[config.mk]
export PLATFORM = sky130hd
export DESIGN_NAME = rtc_calendar_counter
export DESIGN_NICKNAME = d
export VERILOG_FILES = /design/src/rtl/rtc_cal_pkg.sv /design/src/rtl/rtc_step_field.sv /design/src/rtl/rtc_time_chain.sv /design/src/rtl/rtc_date_chain.sv /design/src/rtl/rtc_calendar_counter.sv
export SDC_FILE = /design/constraint.sdc
export NUM_CORES = 1
export LEC_CHECK = 0
export BUFFER_PORTS_ARGS = -buffer_cell sky130_fd_sc_hd__clkbuf_2
export CAP_MARGIN = 25
export CORE_UTILIZATION = 45
export CTS_BUF_LIST = sky130_fd_sc_hd__clkbuf_8 sky130_fd_sc_hd__clkbuf_16
export CTS_CLUSTER_DIAMETER = 80
export DETAILED_ROUTE_END_ITERATION = 8
export GPL_TIMING_DRIVEN = 0
export SYNTH_ARGS = -nofsm -noshare
export SYNTH_HDL_FRONTEND = slang
export SYNTH_HIERARCHICAL = 1
export SYNTH_SLANG_ARGS = --single-unit
[constraint.sdc]
create_clock -name clk -period 16.16 [get_ports clk]
set_clock_uncertainty 0.1 [all_clocks]
set_input_delay 1.616 -clock clk [delete_from_list [all_inputs] [get_ports clk]]
set_output_delay 1.616 -clock clk [all_outputs]
set_load 0.01 [all_outputs]
[src/rtl/rtc_cal_pkg.sv]
package rtc_cal_pkg;
  localparam int FIELD_W = 8;
  localparam int SEL_W   = 3;

  typedef enum logic [SEL_W-1:0] {
    FLD_SEC  = 3'd0,
    FLD_MIN  = 3'd1,
    FLD_HOUR = 3'd2,
    FLD_WDAY = 3'd3,
    FLD_MDAY = 3'd4,
    FLD_MON  = 3'd5,
    FLD_YEAR = 3'd6,
    FLD_CENT = 3'd7
  } fld_e;

  // decode a stored byte to its numeric value
  function automatic logic [FIELD_W-1:0] to_bin(logic [FIELD_W-1:0] b, logic bcd);
    logic [FIELD_W-1:0] hi, lo;
    hi = {4'd0, b[7:4]};
    lo = {4'd0, b[3:0]};
    return bcd ? ((hi << 3) + (hi << 1) + lo) : b;
  endfunction

  // encode a numeric value (below 100) in the selected representation
  function automatic logic [FIELD_W-1:0] from_bin(logic [FIELD_W-1:0] v, logic bcd);
    logic [FIELD_W-1:0] q, r;
    q = v / 8'd10;
    r = v - ((q << 3) + (q << 1));
    return bcd ? {q[3:0], r[3:0]} : v;
  endfunction

  // non-leap month length, numeric month in, numeric days out
  function automatic logic [FIELD_W-1:0] month_days(logic [FIELD_W-1:0] m);
    case (m)
      8'd2:                     return 8'd28;
      8'd4, 8'd6, 8'd9, 8'd11:  return 8'd30;
      default:                  return 8'd31;
    endcase
  endfunction
endpackage

[src/rtl/rtc_step_field.sv]
module rtc_step_field #(
  parameter int W = 8
) (
  input  logic [W-1:0] cur_i,
  input  logic         bcd_i,
  input  logic [W-1:0] first_i,
  input  logic [W-1:0] last_i,
  output logic [W-1:0] next_o,
  output logic         wrap_o
);
  localparam int DIGITS = W / 4;

  logic [DIGITS-1:0] cy;
  logic [DIGITS-1:0] dig_wrap;
  logic [W-1:0]      bcd_inc;
  logic [W-1:0]      bin_inc;

  assign cy[0] = 1'b1;

  for (genvar d = 0; d < DIGITS; d++) begin : g_digit
    assign dig_wrap[d] = cy[d] & (cur_i[4*d +: 4] == 4'd9);
    assign bcd_inc[4*d +: 4] = dig_wrap[d] ? 4'd0 : (cur_i[4*d +: 4] + {3'd0, cy[d]});
    if (d < DIGITS - 1) begin : g_chain
      assign cy[d+1] = dig_wrap[d];
    end
  end

  assign bin_inc = cur_i + W'(1);
  assign wrap_o  = (cur_i == last_i);
  assign next_o  = wrap_o ? first_i : (bcd_i ? bcd_inc : bin_inc);
endmodule

[src/rtl/rtc_time_chain.sv]
module rtc_time_chain
  import rtc_cal_pkg::*;
(
  input  logic               clk,
  input  logic               rst_n,
  input  logic               step_i,
  input  logic               bcd_i,
  input  logic               h24_i,
  input  logic               ld_go_i,
  input  fld_e               ld_sel_i,
  input  logic [FIELD_W-1:0] ld_data_i,
  output logic [FIELD_W-1:0] sec_o,
  output logic [FIELD_W-1:0] min_o,
  output logic [FIELD_W-1:0] hour_o,
  output logic               day_step_o
);
  logic [FIELD_W-1:0] sec_q, sec_d, min_q, min_d, hr_q, hr_d;
  logic [FIELD_W-1:0] sec_nx, min_nx, hr_nx;
  logic               sec_wrap, min_wrap, hr_wrap;
  logic [FIELD_W-1:0] last_60;
  logic [FIELD_W-1:0] hr_12raw, hr_12base, hr_num, hr_inc, hr_12val, hr_12enc;
  logic               hr_pm;

  assign last_60 = from_bin(8'd59, bcd_i);

  rtc_step_field #(.W(FIELD_W)) u_sec (
    .cur_i(sec_q), .bcd_i(bcd_i), .first_i('0), .last_i(last_60),
    .next_o(sec_nx), .wrap_o(sec_wrap));

  rtc_step_field #(.W(FIELD_W)) u_min (
    .cur_i(min_q), .bcd_i(bcd_i), .first_i('0), .last_i(last_60),
    .next_o(min_nx), .wrap_o(min_wrap));

  // hour: bring to a 0..23 number, step, re-encode in the active format
  always_comb begin
    hr_12raw  = to_bin({1'b0, hr_q[6:0]}, bcd_i);
    hr_12base = (hr_12raw == 8'd12) ? 8'd0 : hr_12raw;
    hr_num    = h24_i ? to_bin(hr_q, bcd_i) : (hr_12base + (hr_q[7] ? 8'd12 : 8'd0));
    hr_wrap   = (hr_num == 8'd23);
    hr_inc    = hr_wrap ? 8'd0 : hr_num + 8'd1;
    hr_pm     = (hr_inc >= 8'd12);
    hr_12val  = hr_pm ? hr_inc - 8'd12 : hr_inc;
    if (hr_12val == 8'd0) hr_12val = 8'd12;
    hr_12enc  = from_bin(hr_12val, bcd_i);
    hr_nx     = h24_i ? from_bin(hr_inc, bcd_i) : {hr_pm, hr_12enc[6:0]};
  end

  always_comb begin
    sec_d = sec_q;
    min_d = min_q;
    hr_d  = hr_q;
    if (step_i) begin
      sec_d = sec_nx;
      if (sec_wrap) begin
        min_d = min_nx;
        if (min_wrap) hr_d = hr_nx;
      end
    end
    if (ld_go_i) begin
      case (ld_sel_i)
        FLD_SEC:  sec_d = ld_data_i;
        FLD_MIN:  min_d = ld_data_i;
        FLD_HOUR: hr_d  = ld_data_i;
        default:  ;
      endcase
    end
  end

  always_ff @(posedge clk or negedge rst_n) begin
    if (!rst_n) begin
      sec_q <= '0;
      min_q <= '0;
      hr_q  <= '0;
    end else begin
      sec_q <= sec_d;
      min_q <= min_d;
      hr_q  <= hr_d;
    end
  end

  assign day_step_o = step_i & sec_wrap & min_wrap & hr_wrap;
  assign sec_o  = sec_q;
  assign min_o  = min_q;
  assign hour_o = hr_q;

  // minutes move only on a seconds rollover or a load
  p_min_on_carry_r2: assert property (@(posedge clk) disable iff (!rst_n)
    (!(step_i && sec_wrap) && !ld_go_i) |=> $stable(min_q));

  // 11 AM advancing in 12-hour format lands in PM
  p_pm_set_r5: assert property (@(posedge clk) disable iff (!rst_n)
    (step_i && !h24_i && sec_wrap && min_wrap && hr_num == 8'd11) |=> hr_q[7]);
endmodule

[src/rtl/rtc_date_chain.sv]
module rtc_date_chain
  import rtc_cal_pkg::*;
#(
  parameter logic [FIELD_W-1:0] RST_WDAY = 8'h01,
  parameter logic [FIELD_W-1:0] RST_YEAR = 8'h08,
  parameter logic [FIELD_W-1:0] RST_CENT = 8'h20
) (
  input  logic               clk,
  input  logic               rst_n,
  input  logic               day_step_i,
  input  logic               bcd_i,
  input  logic               ld_go_i,
  input  fld_e               ld_sel_i,
  input  logic [FIELD_W-1:0] ld_data_i,
  output logic [FIELD_W-1:0] wday_o,
  output logic [FIELD_W-1:0] mday_o,
  output logic [FIELD_W-1:0] mon_o,
  output logic [FIELD_W-1:0] year_o,
  output logic [FIELD_W-1:0] cent_o,
  output logic [FIELD_W-1:0] cent2_o
);
  logic [FIELD_W-1:0] wday_q, wday_d, mday_q, mday_d, mon_q, mon_d;
  logic [FIELD_W-1:0] year_q, year_d, cent_q, cent_d, cent2_q, cent2_d;
  logic [FIELD_W-1:0] wday_nx, mday_nx, mon_nx, year_nx, cent_nx;
  logic               wday_wrap, mday_wrap, mon_wrap, year_wrap, cent_wrap;
  logic [FIELD_W-1:0] mday_last, last_99;

  assign mday_last = from_bin(month_days(to_bin(mon_q, bcd_i)), bcd_i);
  assign last_99   = from_bin(8'd99, bcd_i);

  rtc_step_field #(.W(FIELD_W)) u_wday (
    .cur_i(wday_q), .bcd_i(bcd_i), .first_i(8'd0), .last_i(8'd6),
    .next_o(wday_nx), .wrap_o(wday_wrap));

  rtc_step_field #(.W(FIELD_W)) u_mday (
    .cur_i(mday_q), .bcd_i(bcd_i), .first_i(8'd1), .last_i(mday_last),
    .next_o(mday_nx), .wrap_o(mday_wrap));

  rtc_step_field #(.W(FIELD_W)) u_mon (
    .cur_i(mon_q), .bcd_i(bcd_i), .first_i(8'd1), .last_i(from_bin(8'd12, bcd_i)),
    .next_o(mon_nx), .wrap_o(mon_wrap));

  rtc_step_field #(.W(FIELD_W)) u_year (
    .cur_i(year_q), .bcd_i(bcd_i), .first_i(8'd0), .last_i(last_99),
    .next_o(year_nx), .wrap_o(year_wrap));

  rtc_step_field #(.W(FIELD_W)) u_cent (
    .cur_i(cent_q), .bcd_i(bcd_i), .first_i(8'd0), .last_i(last_99),
    .next_o(cent_nx), .wrap_o(cent_wrap));

  always_comb begin
    wday_d  = wday_q;
    mday_d  = mday_q;
    mon_d   = mon_q;
    year_d  = year_q;
    cent_d  = cent_q;
    cent2_d = cent2_q;
    if (day_step_i) begin
      wday_d = wday_nx;
      mday_d = mday_nx;
      if (mday_wrap) begin
        mon_d = mon_nx;
        if (mon_wrap) begin
          year_d = year_nx;
          if (year_wrap) begin
            cent_d  = cent_nx;
            cent2_d = cent_nx;
          end
        end
      end
    end
    if (ld_go_i) begin
      case (ld_sel_i)
        FLD_WDAY: wday_d = ld_data_i;
        FLD_MDAY: mday_d = ld_data_i;
        FLD_MON:  mon_d  = ld_data_i;
        FLD_YEAR: year_d = ld_data_i;
        FLD_CENT: begin
          cent_d  = ld_data_i;
          cent2_d = ld_data_i;
        end
        default: ;
      endcase
    end
  end

  always_ff @(posedge clk or negedge rst_n) begin
    if (!rst_n) begin
      wday_q  <= RST_WDAY;
      mday_q  <= 8'h01;
      mon_q   <= 8'h01;
      year_q  <= RST_YEAR;
      cent_q  <= RST_CENT;
      cent2_q <= RST_CENT;
    end else begin
      wday_q  <= wday_d;
      mday_q  <= mday_d;
      mon_q   <= mon_d;
      year_q  <= year_d;
      cent_q  <= cent_d;
      cent2_q <= cent2_d;
    end
  end

  assign wday_o  = wday_q;
  assign mday_o  = mday_q;
  assign mon_o   = mon_q;
  assign year_o  = year_q;
  assign cent_o  = cent_q;
  assign cent2_o = cent2_q;

  // century copies never diverge
  p_cent_mirror_r8: assert property (@(posedge clk) disable iff (!rst_n)
    cent_q == cent2_q);

  // weekday 6 is followed by 0
  p_wday_wrap_r6: assert property (@(posedge clk) disable iff (!rst_n)
    (day_step_i && wday_q == 8'd6 && !ld_go_i) |=> wday_q == 8'd0);

  // end of month returns the day to 1
  p_mday_first_r7: assert property (@(posedge clk) disable iff (!rst_n)
    (day_step_i && mday_wrap && !ld_go_i) |=> mday_q == 8'h01);
endmodule

[src/rtl/rtc_calendar_counter.sv]
module rtc_calendar_counter
  import rtc_cal_pkg::*;
#(
  parameter logic [7:0] RST_WDAY = 8'h01,
  parameter logic [7:0] RST_YEAR = 8'h08,
  parameter logic [7:0] RST_CENT = 8'h20
) (
  input  logic       clk,
  input  logic       rst_n,
  input  logic       tick_i,
  input  logic       bin_mode_i,
  input  logic       h24_i,
  input  logic       hold_i,
  input  logic       load_en_i,
  input  logic [2:0] load_sel_i,
  input  logic [7:0] load_data_i,
  output logic [7:0] sec_o,
  output logic [7:0] min_o,
  output logic [7:0] hour_o,
  output logic [7:0] wday_o,
  output logic [7:0] mday_o,
  output logic [7:0] mon_o,
  output logic [7:0] year_o,
  output logic [7:0] cent_o,
  output logic [7:0] cent2_o
);
  logic step, ld_go, bcd, day_step;
  fld_e sel;

  assign bcd   = ~bin_mode_i;
  assign step  = tick_i & ~hold_i;
  assign ld_go = load_en_i & hold_i;
  assign sel   = fld_e'(load_sel_i);

  rtc_time_chain u_time (
    .clk(clk), .rst_n(rst_n), .step_i(step), .bcd_i(bcd), .h24_i(h24_i),
    .ld_go_i(ld_go), .ld_sel_i(sel), .ld_data_i(load_data_i),
    .sec_o(sec_o), .min_o(min_o), .hour_o(hour_o), .day_step_o(day_step));

  rtc_date_chain #(.RST_WDAY(RST_WDAY), .RST_YEAR(RST_YEAR), .RST_CENT(RST_CENT)) u_date (
    .clk(clk), .rst_n(rst_n), .day_step_i(day_step), .bcd_i(bcd),
    .ld_go_i(ld_go), .ld_sel_i(sel), .ld_data_i(load_data_i),
    .wday_o(wday_o), .mday_o(mday_o), .mon_o(mon_o), .year_o(year_o),
    .cent_o(cent_o), .cent2_o(cent2_o));

  // without a counted tick or an accepted load nothing moves
  p_frozen_r9: assert property (@(posedge clk) disable iff (!rst_n)
    (!(tick_i && !hold_i) && !(load_en_i && hold_i)) |=>
      ($stable(sec_o) && $stable(min_o) && $stable(hour_o) && $stable(wday_o) &&
       $stable(mday_o) && $stable(mon_o) && $stable(year_o) && $stable(cent_o)));

  // in binary mode a counted tick never leaves seconds at 60 or above
  p_bin_sec_range_r3: assert property (@(posedge clk) disable iff (!rst_n)
    (tick_i && !hold_i && bin_mode_i && sec_o < 8'd60) |=> sec_o < 8'd60);
endmodule

==> results of run 1 <==
-- cells by family (layout without fill, tap and decap cells) --
kind of cell,after synthesis,count (layout),share of synthesized area [%]
AOI/OAI and AO/OA,337,337,23.19
xor gates and xnor gates,105,105,9.837
adders and majority gates,67,67,8.580
buffers and inverters,103,213,5.054
DFF,72,72,17.83
muxes,93,93,10.75
other,4,84,0.1479
and+or+nand+nor,405,405,24.62
-- worst max-delay path: cells and delay by family --
family	cells	cell delay, ns
AOI/OAI and AO/OA	13	3.36
xor gates and xnor gates	1	0.13
adders and majority gates	6	1.59
buffers and inverters	12	2.55
muxes	3	0.74
and+or+nand+nor	15	3.32
-- per-layer routing --
| metal | share of wire (%) | vias to the layer above |
|---|---|---|
| li1 | - | 4731 |
| met1 | 47 | 4524 |
| met2 | 50 | 131 |
| met3 | 2.3 | 20 |
| met4 | 1.3 | 0 |
| met5 | 0 | - |
-- worst paths after layout --
| kind | end | depth (start not counted) |
|---|---|---|
| worst max-delay path | u_time/hour_o[2]$_DFF_PN0_ | 50 |
| worst min-delay path | u_date/cent2_o[5]$_DFF_PN1_ | 2 |
| worst max register to register | u_time/hour_o[2]$_DFF_PN0_ | 46 |
| worst min register to register | u_date/cent2_o[5]$_DFF_PN1_ | 2 |
| max in group asynchronous | u_date/mday_o[0]$_DFF_PN1_ | 2 |
| min in group asynchronous | u_date/cent_o[4]$_DFF_PN0_ | 1 |
-- state kept, by name, indices dropped and copies added (netlist names) --
signal / cells
u_date/cent2_o: 8
u_date/cent_o: 8
u_date/mday_o: 8
u_date/mon_o: 8
u_date/wday_o: 8
u_date/year_o: 8
u_time/hour_o: 8
u_time/min_o: 8
u_time/sec_o: 8
-- power groups by stage --
stage | combinational (W) | clock [W] | sequential [W]
after detailed placement | 0.00134 | 0 | 0.000327
after global routing | 0.00150 | 0.000223 | 0.000336
after global placement | 0.00132 | 0 | 0.000327
after floorplan | 0.00104 | 0 | 0.000319
final | 0.00135 | 0.000212 | 0.000323
after CTS | 0.00134 | 0.000216 | 0.000325
-- per-stage QoR --
step,total power (W),cell area (µm²),setup slack [ns]
6_report,0.001886,11610,2.892
3_5_place_dp,0.001663,11290,2.694
2_1_floorplan,0.001358,10450,4.411
3_3_place_gp,0.001652,11250,2.182
5_1_grt,0.002059,11610,2.014
4_1_cts,0.001882,11600,3.011
-- synth_stat cells (8+ instances only) --
cell type  number  area (µm²)
and4bb_2        8       100.1
and2_1         12       75.07
nor4_1          9       56.30
a2bb2oi_1       9       78.83
nor4_4         14       297.8
dfrtp_1        66        1652
o31ai_1        33       247.7
mux2_4         21       315.3
a211oi_1        9       67.56
mux2i_1        64       640.6
inv_1          41       153.9
a22oi_1        11       82.58
buf_2          22       110.1
a31oi_1        20       125.1
a21oi_1        80       400.4
xor2_1         67       586.8
and3b_1         8       70.07
buf_6          10       112.6
a21boi_0       16       120.1
o21bai_1        8       60.06
and3_1         24       150.1
clkbuf_1       18       67.56
a211o_1        20       175.2
nand2b_1       10       62.56
o21ai_0        45       225.2
and4_1          8       70.07
xnor2_1        29       254.0
nor2_1         74       277.8
nand3_1        51       255.2
nand2_1       100       375.4
ha_1           60       750.7
nor3_1         19       95.09
-- area by class of cell --
cell class | instances | area [µm²]
plain buffers | 60 | 351.6
clock buffers | 10 | 239.0
clock inverters | 6 | 76.32
fillers | 2172 | 10350
inverters | 43 | 161.4
multi-input cells | 1091 | 8128
flip-flops and latches | 72 | 1809
well taps | 280 | 350.3
repair buffers | 94 | 494.2
==> flow_metrics.py, run 1 <==
metrics = {
    "status": {
        "status": "complete, but fails checks",
        "failed_checks": "design-rule violations",
    },
    "power": {
        "seqPwrFrac_pct": 17.1,
        "p_int_w": 0.0009578,
        "p_leak_nw": 5.599,
        "power.switching_w": 0.0009284,
        "ir_worst_vdd_v": 0.0001895,
        "p_clk_share_pct": 11.2,
        "p_comb_share_pct": 71.7,
        "power_density_nw_per_um2": 162.5,
        "p_sw_share_pct": 49.22,
    },
    "synthesis": {
        "syn_area_um2": 10150,
        "synth_ff_type": "dfrtp_1",
        "yosysSeqAreaShare_pct": 17.83,
        "ys_seq_elements": 72,
        "synth_cell_types": 105,
        "ys_warn_count": 6,
        "synthArstFlopShare_pct": 100.0,
        "syn_inst": 1186,
        "synth_edf_count": 0,
        "syn_area_per_cell_um2": 8.558,
    },
    "layout": {
        "stdcell_count": 1656,
        "layout-drive-gt1-share_pct": 19.55,
        "antenna_cells": 0,
        "area_growth_pct": 14.39,
        "mostFrequentLayoutCell": "nand2_1",
        "final_cell_mix": "100 x nand2_1, 89 x clkbuf_2, 84 x conb_1",
        "layout.nets": 1454,
        "fin_util_pct": 52.87,
    },
    "setup_path": {
        "crit_fanout": 26,
        "crit_path_end_kind": "flop",
        "cpMostUsedCell": "ha_1",
        "r2r-start": "u_time/hour_o[4]$_DFF_PN0_",
        "max_stage_delay_ns": 0.61,
        "startpoint_type": "input pin",
        "critPathKind": "input pin to flop",
        "arrival_ns": 13.37,
        "reg2reg_slack_ns": 3.95,
        "required_ns": 16.26,
        "crit_path_top_delay_cell": "or4_1",
        "startpoint": "bin_mode_i",
    },
    "cts": {
        "cts_sinks": 72,
        "cts.clk_slew.worst_paths_ns": 0.06,
        "cts_resized": 0,
        "htree_levels": 3,
        "ctsHoldBuffers": 0,
        "clock_path_buffers": 2,
        "root_buffer": "clkbuf_16",
        "clock_latency_ns": 0.33,
        "postCtsSetupBuffers": 0,
        "cts_tree": "built",
        "cts_buffers": 9,
    },
    "routing": {
        "ant_nets": 0,
        "wire_per_inst_um": 16.86,
        "num_vias": 9406,
        "vias_per_cell": 5.680,
        "initialDrtViolationCount": 398,
        "drt_pass1_iterations": 7,
        "drc": 9,
        "routed_wirelength_mm": 27.92,
    },
    "floorplanning": {
        "die_h_um": 152.2,
        "core_um2": 21960,
        "dieArea_um2": 23160,
        "start_util_pct": 46.22,
        "ios": 90,
        "rows": 54,
        "fp.dieW_um": 152.2,
    },
    "flow_run": {
        "maxCapViolCount": 0,
    },
    "sta": {
        "hold_slack_ns": 0.3761,
        "max_freq_mhz": 75.37,
        "finalSetupViolCount": 0,
        "rsz0062_at_grt": "false",
        "worst_pin_slew_ns": 0.9603,
        "timing.final.crit_period_ns": 13.27,
        "period_share_pct": 82.10,
        "final_max_slew_viol_count": 0,
        "finalHoldViolCount": 0,
        "maxSlewHeadroom_pct": 34.33,
        "setup_tns_ns": 0,
    },
    "global_route": {
        "grt_busiest_layer": "met2",
        "globalRouteMet1Util_pct": 32.13,
        "grt_pass1_vias": 8874,
        "antenna_found_initial": 0,
        "globalRouteMet2Util_pct": 43.36,
        "grt_overflow_total": 0,
        "grt_usage_pct": 24.33,
        "grt_pass1_wl_mm": 46.30,
        "grtUsageMet3_pct": 1.564,
        "grt_max_degree": 63,
    },
    "placed_design": {
        "portBuffers": 89,
        "dp_cells": 1639,
        "globalplace.congestion": 0.8871,
        "dp_hpwl_mm": 21.23,
    },
    "min_path": {
        "min_from": "u_date/cent2_o[5]$_DFF_PN1_",
        "hp-class": "flop to flop",
    },
}
Power figures use the tool's default switching activity.
==> run 2, diff against run 1 <==
==> constraint.sdc (replaced) <==
create_clock -name clk -period 13.5 [get_ports clk]
set_clock_uncertainty 0.1 [all_clocks]
set_input_delay 1.35 -clock clk [delete_from_list [all_inputs] [get_ports clk]]
set_output_delay 1.35 -clock clk [all_outputs]
set_load 0.01 [all_outputs]
==> run 2 against run 1 <==
Net effect:
- the flow still finishes with violations (design-rule violations)
- sequential cell count unchanged
- core utilization is essentially flat
- via count is essentially flat
- sequential share of layout area is essentially flat
- hold slack hardly changed
- wire length about the same
- cell count unchanged
- die area unchanged
- global-route usage stayed put
- total power grew 20%
- highest routed layer unchanged
==> flow_metrics.py, run 2 (synthesized netlist as in run 1, its figures left out) <==
metrics = {
    "status": {
        "status": "complete, but fails checks",
        "failed_checks": "design-rule violations",
    },
    "setup_path": {
        "startpoint_type": "input pin",
        "crit_path_end_kind": "flop",
        "cpMostUsedCell": "ha_1",
        "crit_path_top_delay_cell": "or4_1",
        "crit_fanout": 26,
        "reg2regPathDepth": 46,
        "required_ns": 13.60,
        "path_buf_inv": 12,
        "r2r-start": "u_time/hour_o[4]$_DFF_PN0_",
        "crit_family": "compound AO/OA/AOI/OAI gates",
        "reg2reg_slack_ns": 1.43,
        "worst_r2r_endpoint": "u_time/hour_o[2]$_DFF_PN0_",
        "arrival_ns": 12.71,
        "max_stage_delay_ns": 0.61,
        "critPathKind": "input pin to flop",
    },
    "cts": {
        "htree_levels": 3,
        "clock_path_buffers": 2,
        "cts_tree": "built",
        "clock_latency_ns": 0.33,
        "postCtsSetupBuffers": 0,
        "cts_buffers": 9,
        "root_buffer": "clkbuf_16",
        "cts_sinks": 72,
        "cts.clk_slew.worst_paths_ns": 0.06,
    },
    "min_path": {
        "hold_depth": 2,
        "min_from": "u_date/cent2_o[5]$_DFF_PN1_",
        "hold_end": "u_date/cent2_o[5]$_DFF_PN1_",
        "hp-class": "flop to flop",
    },
    "layout": {
        "stdcell_count": 1656,
        "final_cell_mix": "100 x nand2_1, 89 x clkbuf_2, 84 x conb_1",
        "design_area_um2": 11620,
        "layout.nets": 1454,
        "area_growth_pct": 14.47,
        "antenna_cells": 0,
        "layout-drive-gt1-share_pct": 19.62,
        "fin_util_pct": 52.91,
        "mostFrequentLayoutCell": "nand2_1",
    },
    "routing": {
        "initialDrtViolationCount": 409,
        "drc": 9,
        "vias_per_cell": 5.683,
        "routed_wirelength_mm": 27.92,
        "ant_nets": 0,
        "wire_per_inst_um": 16.86,
        "num_vias": 9411,
        "drt_pass1_iterations": 7,
    },
    "global_route": {
        "grt_pass1_wl_mm": 46.30,
        "grt_max_degree": 63,
        "antenna_found_initial": 0,
        "grt_pass1_vias": 8874,
        "grt_overflow_total": 0,
        "grt_usage_pct": 24.33,
    },
    "power": {
        "p_sw_share_pct": 49.29,
        "p_comb_share_pct": 71.7,
        "p_clk_share_pct": 11.2,
        "power_density_nw_per_um2": 194.7,
        "p_int_w": 0.001147,
        "ir_worst_vdd_v": 0.0002259,
        "seqPwrFrac_pct": 17.1,
        "p_leak_nw": 5.600,
        "power.switching_w": 0.001115,
    },
    "sta": {
        "rsz0062_at_grt": "false",
        "timing.final.crit_period_ns": 12.61,
        "final_max_slew_viol_count": 0,
        "maxSlewHeadroom_pct": 34.34,
        "hold_slack_ns": 0.3761,
        "period_share_pct": 93.41,
        "finalSetupViolCount": 0,
        "finalHoldViolCount": 0,
        "setup_tns_ns": 0,
        "max_freq_mhz": 79.30,
        "worst_pin_slew_ns": 0.9600,
    },
    "placed_design": {
        "globalplace.congestion": 0.8871,
        "post_dp_cell_area_um2": 11290,
        "portBuffers": 89,
        "dp_cells": 1639,
        "dp_hpwl_mm": 21.23,
    },
    "floorplanning": {
        "dieArea_um2": 23160,
        "fp.dieW_um": 152.2,
        "ios": 90,
        "rows": 54,
        "die_h_um": 152.2,
        "core_um2": 21960,
        "start_util_pct": 46.22,
    },
    "flow_run": {
        "maxCapViolCount": 0,
    },
}
## run 2: what timing repair did
| item | CTS | global route |
|---|---|---|
| endpoints found under the hold margin | 0 | 0 |
| hold buffers | 0 | 0 |
| setup endpoints to repair | 0 | 2 |
| resized for setup | 0 | 3 |
## run 2: per-layer routing
metal	track usage, %	share of wire, %	vias up
li1	-	-	4732
met2	43.36	50	135
met4	5.491	1.3	0
met1	32.13	47	4526
met5	0	0	-
met3	1.564	2.4	18
## run 2: power by group through the flow
stage,Combinational (W),Clock (W),Sequential [W]
3_5_place_dp,0.00160,0,0.000392
5_1_grt,0.00180,0.000267,0.000402
3_3_place_gp,0.00159,0,0.000392
4_1_cts,0.00161,0.000259,0.000388
6_report,0.00162,0.000253,0.000386
2_1_floorplan,0.00124,0,0.000382
## run 2: area by class of cell
type	instances	area (µm²)
fill	2169	10340
multi-input combinational	1091	8134
sequential	72	1809
timing repair buffer	94	494.2
buffer	60	351.6
tap	280	350.3
clock buffer	10	239.0
inverter	43	163.9
clock inverter	6	76.32
## run 2: how the worst max path moves through the flow
stage | from | to | slack (ns) | cells past startpoint
after global routing | bin_mode_i | u_time/hour_o[2]$_DFF_PN0_ | 0.05 | 50
after CTS | bin_mode_i | u_time/hour_o[2]$_DFF_PN0_ | 0.62 | 50
after global placement | bin_mode_i | u_time/hour_o[2]$_DFF_PN0_ | -0.21 | 50
final | bin_mode_i | u_time/hour_o[2]$_DFF_PN0_ | 0.89 | 50
after detailed placement | bin_mode_i | u_time/hour_o[2]$_DFF_PN0_ | 0.30 | 50
after floorplan | bin_mode_i | u_time/hour_o[2]$_DFF_PN0_ | 2.02 | 49
## run 2: metrics by stage
step                      power, W  setup WS (ns)
after floorplan           0.001626          2.017
after global placement    0.001977        -0.2119
after detailed placement  0.001990         0.3000
after CTS                 0.002253         0.6168
after global routing      0.002468        0.05232
final                     0.002262         0.8892
## run 2: tightest hold or removal path, stage by stage, from the launching register on
cell	delay, ns
dfstp_2	0.37
nand2_1	0.05
a21oi_1	0.06
